[src/rtl/dac_seq_pkg.sv]
package dac_seq_pkg;

    localparam int FRAME_W = 24;

    typedef enum logic [1:0] {
        OP_WRITE = 2'd0,
        OP_BATCH = 2'd1,
        OP_READ  = 2'd2,
        OP_BAD   = 2'd3
    } op_e;

    // Channel codes in the frame carry an offset of 8.
    function automatic logic [5:0] chan_code(input logic [5:0] ch);
        logic [5:0] c;
        c = ch + 6'd8;
        return c;
    endfunction

    // Data-mode write of one channel register.
    function automatic logic [FRAME_W-1:0] write_frame(input logic [5:0] ch,
                                                       input logic [15:0] val);
        return {2'b11, chan_code(ch), val};
    endfunction

    // Special-mode readback command; select field starts at bit 7.
    function automatic logic [FRAME_W-1:0] read_frame(input logic [5:0] ch,
                                                      input logic [1:0] sel);
        logic [15:0] fld;
        fld = {1'b0, sel, 13'd0} + {3'd0, chan_code(ch), 7'd0};
        return {2'b00, 6'd5, fld};
    endfunction

    localparam logic [FRAME_W-1:0] NOP_FRAME = '0;

endpackage

[src/rtl/dac_wait_timer.sv]
module dac_wait_timer #(
    parameter int CW = 8
) (
    input  logic          clk,
    input  logic          rst_n,
    input  logic          start,
    input  logic [CW-1:0] len,
    output logic          done
);
    typedef struct packed {
        logic          run;
        logic [CW-1:0] cnt;
        logic          done;
    } tmr_t;

    tmr_t q, d;

    always_comb begin
        d      = q;
        d.done = 1'b0;
        if (start) begin
            d.run = 1'b1;
            d.cnt = len;
        end else if (q.run) begin
            if (q.cnt <= CW'(1)) begin
                d.run  = 1'b0;
                d.done = 1'b1;
            end else begin
                d.cnt = q.cnt - CW'(1);
            end
        end
    end

    always_ff @(posedge clk or negedge rst_n) begin
        if (!rst_n) q <= '0;
        else        q <= d;
    end

    assign done = q.done;
endmodule

[src/rtl/dac_spi_shifter.sv]
module dac_spi_shifter #(
    parameter int FW      = 24,
    parameter int HW      = 8,
    parameter int RX_KEEP = 16
) (
    input  logic               clk,
    input  logic               rst_n,
    input  logic               start,
    input  logic [FW-1:0]      frame,
    input  logic [HW-1:0]      half,
    input  logic               miso,
    output logic               sclk,
    output logic               mosi,
    output logic               cs_n,
    output logic               done,
    output logic [RX_KEEP-1:0] rx
);
    localparam int BW = $clog2(FW + 1);

    typedef enum logic [1:0] {P_IDLE, P_LEAD, P_HIGH, P_LOW} phase_e;

    typedef struct packed {
        phase_e        ph;
        logic [HW-1:0] half;
        logic [HW-1:0] cnt;
        logic [BW-1:0] nbits;
        logic [FW-1:0] tx;
        logic [FW-1:0] rx;
        logic          sclk;
        logic          mosi;
        logic          cs_n;
        logic          done;
    } sh_t;

    sh_t q, d;

    always_comb begin
        d      = q;
        d.done = 1'b0;
        unique case (q.ph)
            P_IDLE: begin
                if (start) begin
                    d.ph    = P_LEAD;
                    d.cs_n  = 1'b0;
                    d.sclk  = 1'b0;
                    d.half  = half;
                    d.cnt   = half - HW'(1);
                    d.nbits = '0;
                    d.tx    = frame;
                    d.rx    = '0;
                end
            end
            P_LEAD, P_LOW: begin
                if (q.cnt != '0) begin
                    d.cnt = q.cnt - HW'(1);
                end else if (q.ph == P_LOW && q.nbits == BW'(FW)) begin
                    d.ph   = P_IDLE;
                    d.cs_n = 1'b1;
                    d.done = 1'b1;
                end else begin
                    d.ph   = P_HIGH;
                    d.sclk = 1'b1;
                    d.mosi = q.tx[FW-1];
                    d.tx   = {q.tx[FW-2:0], 1'b0};
                    d.cnt  = q.half - HW'(1);
                end
            end
            P_HIGH: begin
                if (q.cnt != '0) begin
                    d.cnt = q.cnt - HW'(1);
                end else begin
                    d.ph    = P_LOW;
                    d.sclk  = 1'b0;
                    d.rx    = {q.rx[FW-2:0], miso};
                    d.nbits = q.nbits + BW'(1);
                    d.cnt   = q.half - HW'(1);
                end
            end
            default: d.ph = P_IDLE;
        endcase
    end

    always_ff @(posedge clk or negedge rst_n) begin
        if (!rst_n) begin
            q      <= '0;
            q.ph   <= P_IDLE;
            q.cs_n <= 1'b1;
        end else begin
            q <= d;
        end
    end

    assign sclk = q.sclk;
    assign mosi = q.mosi;
    assign cs_n = q.cs_n;
    assign done = q.done;
    assign rx   = q.rx[RX_KEEP-1:0];
endmodule

[src/rtl/dac_frame_seq.sv]
module dac_frame_seq
    import dac_seq_pkg::*;
#(
    parameter int MAX_CH        = 40,  // at most 56 so that channel+8 fits 6 bits
    parameter int NUM_CH        = 4,   // batch size, not above MAX_CH
    parameter int DIV_W         = 8,
    parameter int READ_GAP_CYC  = 14,
    parameter int INTER_GAP_CYC = 2,
    parameter int BUSY_CYC      = 75,
    parameter int LDAC_CYC      = 4    // at least 3
) (
    input  logic                 clk,
    input  logic                 rst_n,
    input  logic                 req_valid,
    output logic                 req_ready,
    input  logic [1:0]           req_op,
    input  logic [5:0]           req_chan,
    input  logic [15:0]          req_value,
    input  logic [1:0]           req_regsel,
    input  logic [NUM_CH*16-1:0] req_batch,
    input  logic [DIV_W-1:0]     cfg_wr_half,
    input  logic [DIV_W-1:0]     cfg_rd_half,
    output logic                 sclk,
    output logic                 mosi,
    input  logic                 miso,
    output logic                 cs_n,
    output logic                 ldac_n,
    output logic                 rd_valid,
    output logic [15:0]          rd_data,
    output logic                 err
);
    localparam int T1   = (BUSY_CYC > READ_GAP_CYC) ? BUSY_CYC : READ_GAP_CYC;
    localparam int T2   = (INTER_GAP_CYC > LDAC_CYC) ? INTER_GAP_CYC : LDAC_CYC;
    localparam int TMAX = (T1 > T2) ? T1 : T2;
    localparam int TW   = $clog2(TMAX + 1);
    localparam int IDXW = (NUM_CH > 1) ? $clog2(NUM_CH) : 1;

    typedef enum logic [2:0] {S_IDLE, S_SEND, S_GAP, S_BUSY, S_LOAD} st_e;

    typedef struct packed {
        st_e                  st;
        op_e                  op;
        logic                 rd_phase;
        logic [IDXW-1:0]      idx;
        logic [NUM_CH*16-1:0] vals;
        logic [DIV_W-1:0]     wr_half;
        logic [DIV_W-1:0]     rd_half;
        logic                 sh_start;
        logic [FRAME_W-1:0]   sh_frame;
        logic [DIV_W-1:0]     sh_half;
        logic                 t_start;
        logic [TW-1:0]        t_len;
        logic                 ldac_n;
        logic                 rd_valid;
        logic [15:0]          rd_data;
        logic                 err;
        logic                 ready;
    } seq_t;

    seq_t q, d;

    logic        sh_done;
    logic [15:0] sh_rx;
    logic        t_done;

    function automatic logic [DIV_W-1:0] nz(input logic [DIV_W-1:0] h);
        return (h == '0) ? DIV_W'(1) : h;
    endfunction

    logic ch_ok;
    assign ch_ok = (int'(req_chan) < MAX_CH);

    always_comb begin
        d          = q;
        d.sh_start = 1'b0;
        d.t_start  = 1'b0;
        d.rd_valid = 1'b0;
        d.err      = 1'b0;
        unique case (q.st)
            S_IDLE: begin
                if (req_valid && q.ready) begin
                    d.op      = op_e'(req_op);
                    d.wr_half = nz(cfg_wr_half);
                    d.rd_half = nz(cfg_rd_half);
                    d.sh_half = nz(cfg_wr_half);
                    unique case (op_e'(req_op))
                        OP_WRITE: begin
                            if (ch_ok) begin
                                d.ready    = 1'b0;
                                d.sh_start = 1'b1;
                                d.sh_frame = write_frame(req_chan, req_value);
                                d.st       = S_SEND;
                            end else begin
                                d.err = 1'b1;
                            end
                        end
                        OP_BATCH: begin
                            d.ready    = 1'b0;
                            d.vals     = req_batch;
                            d.idx      = '0;
                            d.sh_start = 1'b1;
                            d.sh_frame = write_frame(6'd0, req_batch[15:0]);
                            d.st       = S_SEND;
                        end
                        OP_READ: begin
                            if (ch_ok && req_regsel != 2'd3) begin
                                d.ready    = 1'b0;
                                d.rd_phase = 1'b0;
                                d.sh_start = 1'b1;
                                d.sh_frame = read_frame(req_chan, req_regsel);
                                d.st       = S_SEND;
                            end else begin
                                d.err = 1'b1;
                            end
                        end
                        default: d.err = 1'b1;
                    endcase
                end
            end
            S_SEND: begin
                if (sh_done) begin
                    unique case (q.op)
                        OP_BATCH: begin
                            d.t_start = 1'b1;
                            if (q.idx == IDXW'(NUM_CH - 1)) begin
                                d.t_len = TW'(BUSY_CYC);
                                d.st    = S_BUSY;
                            end else begin
                                d.idx   = q.idx + IDXW'(1);
                                d.t_len = TW'(INTER_GAP_CYC);
                                d.st    = S_GAP;
                            end
                        end
                        OP_READ: begin
                            if (!q.rd_phase) begin
                                d.t_start = 1'b1;
                                d.t_len   = TW'(READ_GAP_CYC);
                                d.st      = S_GAP;
                            end else begin
                                d.rd_valid = 1'b1;
                                d.rd_data  = sh_rx;
                                d.ready    = 1'b1;
                                d.st       = S_IDLE;
                            end
                        end
                        default: begin
                            d.ready = 1'b1;
                            d.st    = S_IDLE;
                        end
                    endcase
                end
            end
            S_GAP: begin
                if (t_done) begin
                    d.sh_start = 1'b1;
                    d.st       = S_SEND;
                    if (q.op == OP_BATCH) begin
                        d.sh_frame = write_frame(6'(q.idx), q.vals[int'(q.idx)*16 +: 16]);
                        d.sh_half  = q.wr_half;
                    end else begin
                        d.sh_frame = NOP_FRAME;
                        d.sh_half  = q.rd_half;
                        d.rd_phase = 1'b1;
                    end
                end
            end
            S_BUSY: begin
                if (t_done) begin
                    d.ldac_n  = 1'b0;
                    d.t_start = 1'b1;
                    d.t_len   = TW'(LDAC_CYC - 2);
                    d.st      = S_LOAD;
                end
            end
            S_LOAD: begin
                if (t_done) begin
                    d.ldac_n = 1'b1;
                    d.ready  = 1'b1;
                    d.st     = S_IDLE;
                end
            end
            default: d.st = S_IDLE;
        endcase
    end

    always_ff @(posedge clk or negedge rst_n) begin
        if (!rst_n) begin
            q        <= '0;
            q.st     <= S_IDLE;
            q.op     <= OP_WRITE;
            q.ldac_n <= 1'b1;
            q.ready  <= 1'b1;
        end else begin
            q <= d;
        end
    end

    dac_spi_shifter #(
        .FW     (FRAME_W),
        .HW     (DIV_W),
        .RX_KEEP(16)
    ) u_shift (
        .clk  (clk),
        .rst_n(rst_n),
        .start(q.sh_start),
        .frame(q.sh_frame),
        .half (q.sh_half),
        .miso (miso),
        .sclk (sclk),
        .mosi (mosi),
        .cs_n (cs_n),
        .done (sh_done),
        .rx   (sh_rx)
    );

    dac_wait_timer #(.CW(TW)) u_wait (
        .clk  (clk),
        .rst_n(rst_n),
        .start(q.t_start),
        .len  (q.t_len),
        .done (t_done)
    );

    assign req_ready = q.ready;
    assign ldac_n    = q.ldac_n;
    assign rd_valid  = q.rd_valid;
    assign rd_data   = q.rd_data;
    assign err       = q.err;
endmodule

[config.mk]
export PLATFORM = sky130hd
export DESIGN_NAME = dac_frame_seq
export DESIGN_NICKNAME = d
export VERILOG_FILES = /design/src/rtl/dac_seq_pkg.sv /design/src/rtl/dac_wait_timer.sv /design/src/rtl/dac_spi_shifter.sv /design/src/rtl/dac_frame_seq.sv
export SDC_FILE = /design/constraint.sdc
export NUM_CORES = 1
export LEC_CHECK = 0
export ABC_CLOCK_PERIOD_IN_PS = 2890
export CAP_MARGIN = 20
export CORE_MARGIN = 4
export CORE_UTILIZATION = 40
export DETAILED_ROUTE_END_ITERATION = 12
export PLACE_DENSITY = 0.7
export SYNTH_ARGS = -nofsm -noshare
export SYNTH_HDL_FRONTEND = slang
export SYNTH_SLANG_ARGS = --single-unit
[constraint.sdc]
create_clock -name clk -period 2.89 [get_ports clk]
set_clock_uncertainty 0.05 [all_clocks]
set_input_delay 0.4335 -clock clk [delete_from_list [all_inputs] [get_ports clk]]
set_output_delay 0.4335 -clock clk [all_outputs]
set_load 0.01 [all_outputs]
==> metrics.txt <==
actual slew at the worst max-slew pin=~0.94 ns; Compound-Gate Fraction of Synth Area=0.112; final cell count without fillers=between 1,000 and 1,500; DP HPWL=17.2 mm; Worst Setup End Kind=register; Fin. Hold Viols=0; number of max-cap violations=0; CP startpoint=u_shift.q[62]; CTS Buf Count=24; cts repair resizes=0; slowest CP cell=or4_4; Vias per Instance=between 5 and 6; Synth Cell Area=~0.011 sq mm; critical path arrival=roughly 3.0 ns; Synth Flop Type=dfrtp_1; RSZ-0062 raised after global routing=false; Synth Area in Simple Gates=0.135; Post-DRT Antenna Nets=0; post-synth net total=around 1,100; fillers=around 2,300; n_diodes=0; CORE AREA=roughly 0.026 sq mm; Hold WS=roughly 0.41 ns; r2r startpoint=u_shift.q[62]; Syn-to-layout area delta=24.9%; min cycle time layout=roughly 2.7 ns; hold_sp=u_shift.cs_n; chip width=roughly 170 microns; Remaining DRCs=0; Tightest Hold Check Type=reg -> reg; startpoint type of the worst setup path=register; Critical Path Fanout Max=6; die footprint=slightly below 0.03 sq mm; CP delay by family, top=simple AND/OR/NAND/NOR gates; area fraction of the dominant cell type after synthesis=0.513; clock buffer depth=3; Cell Rows=~60; Syn Area/Cell=11.1 sq um; LEAKAGE=slightly above 6 nW; ys async rst share=1.00; worst vdd ir=about 360 uV; io pins=roughly 130; WP buf/inv=0; GRT overflow=0; status=finished clean; total number of vias=7,787; die height=171 microns; top cells by area, synth=dfrtp_1, mux2_2, nand2_1, mux4_2, a22oi_1; Final GP Congestion=just under 0.9; Crit path required time=about 3.2 ns; Initial Util=0.407; overall routing resource usage=0.167; final net count=about 1,200; YS warnings=0; number of synthesized flops with an enable pin=0; Detailed Route Iter0 Violations=between 400 and 500; per-cell routed wire length=~17 microns; multiplexer share of the synthesized area=0.156; CP peak stage delay=~0.64 ns; clock slew at reported path FFs=0.06 ns; most common cell in the netlist=dfrtp_1; Synth area leader=dfrtp_1; final worst-path cycle share=0.921; Clock Tree Root=clkbuf_16; vias in the first global route=8,039; critical path class=reg -> reg; top post-synthesis cells by count=dfrtp_1, nand2_1, mux2_2, nor2_1, a21oi_1; drt first pass iters=5; clk sinks=221; Skew-Pair Late Insertion Delay=0.52 ns; cell count after synthesis=between 900 and 1,000; Post-Synth Adder-Cell Area=0.0165; FMAX=376 MHz; combinational family with the most area after synthesis=multiplexers; register bit total from synthesis=roughly 220; xor and xnor fraction of the mapped netlist area=0.0140; relative slew slack=0.375; largest net degree at the start of global routing=78; crit-path cells=or4_4, nor2_1, a21oi_1, ha_1, nor3b_1, and2_1, a211o_1, a31o_2; H-tree levels=1; Final setup viols=0; antenna violations before repair=0; placed cell count=1,398; first-pass GRT wire length=40.5 mm; PwrDens=between 500 and 600 mW/mm^2; share of layout cells above drive strength 1=0.208; DRT Wirelength=between 20 and 25 mm; sequential share of the synthesized area=0.521; Slew Viols, Final=0; CTS tree=yes; synth unique cells=66; PortBufs=approximately 130
logic make-up (layout without fill, tap and decap cells):
logic type | Yosys count | in the layout
AO/OA/AOI/OAI | 180 | 180
XOR/XNOR | 17 | 17
adder cells (fa/ha/maj) | 14 | 14
buffers and inverters | 100 | 248
flip-flops | 221 | 221
multiplexers | 133 | 133
AND/OR/NAND/NOR | 295 | 295
worst min-delay path: cells and delay by family, from the launching register on:
kind / cells / cell delay, ns
DFF: 1 / 0.37
and+or+nand+nor: 2 / 0.09
cell type report:
class / instances / area, sq um / area share
well taps: 335 / 419 / 0.0316
inverters: 31 / 116 / 0.00876
repair buffers: 173 / 1690 / 0.128
clock buffers: 30 / 673 / 0.0507
clock inverters: 14 / 218 / 0.0164
flip-flops and latches: 221 / 5530 / 0.417
multi-input cells: 639 / 4630 / 0.348
metal layers:
layer / GRT usage / share of wire
met4: 0.0410 / 0.019
met5: 0 / 0
met3: 0.0360 / 0.060
met2: 0.270 / 0.47
met1: 0.231 / 0.45
report_power, final:
group          leakage, nW  total (mW)  switching [mW]  internal (mW)
Clock                0.431        3.38            1.27           2.11
Combinational         2.87       0.288           0.125          0.163
Sequential            2.82        3.10         0.00110           3.09
state kept, by name, summed over array words and instances (netlist names), 8 cells and up:
| register | count |
|---|---|
| u_wait.q | 8 |
| q | 125 |
| u_shift.q | 47 |
| rd_data | 16 |
| u_shift.rx | 16 |
timing repair:
action,4_1_cts,5_1_grt
hold buffers,1,0
buffers inserted,0,0
hold endpoints to repair,73,0
metrics by stage:
step | cell area (sq um) | setup WS (ns) | power [mW] | setup TNS [ns] | util
after floorplan | 10600 | 0.216 | 3.18 | 0 | -
after global placement | 12400 | -0.245 | 3.44 | -3.82 | 0.473
after detailed placement | 12400 | -0.0396 | 3.44 | -0.130 | 0.474
after CTS | 13300 | 0.255 | 6.85 | 0 | 0.508
final | 13300 | 0.228 | 6.76 | 0 | 0.508
after global routing | 13300 | 0.118 | 6.99 | 0 | 0.508
placed cells by master, fill, tap and decap left out, types with 4 or more instances in the layout:
cell / instances
or2_2: 4
nand2b_1: 5
clkdlybuf4s50_1: 131
mux2_2: 97
bufinv_16: 5
nand2_1: 137
buf_12: 4
a22o_1: 4
and2_1: 6
nor4_1: 8
inv_1: 31
a22oi_1: 37
nor3_1: 14
nor3b_1: 4
dfrtp_1: 218
o21ai_0: 35
xnor2_1: 10
nor2_1: 54
a211oi_1: 4
ha_1: 14
clkbuf_8: 5
or4_1: 5
xor2_1: 7
a21oi_1: 48
o211ai_1: 10
mux2i_1: 20
clkbuf_16: 24
buf_4: 35
nand3_1: 21
a222oi_1: 8
clkinv_2: 4
nand3_2: 9
mux4_2: 16
o31ai_1: 6
final timing paths:
kind	end	slack, ns	depth (start not counted)
max in group asynchronous	q[110]	1.51	3
hold reg to reg	u_shift.cs_n	0.41	2
setup reg to reg	u_shift.q[63]	0.23	8
min in group asynchronous	u_shift.q[61]	0.44	2
hold / removal	u_shift.cs_n	0.41	2
setup / recovery	u_shift.q[63]	0.23	8
Power figures use the tool's default switching activity.
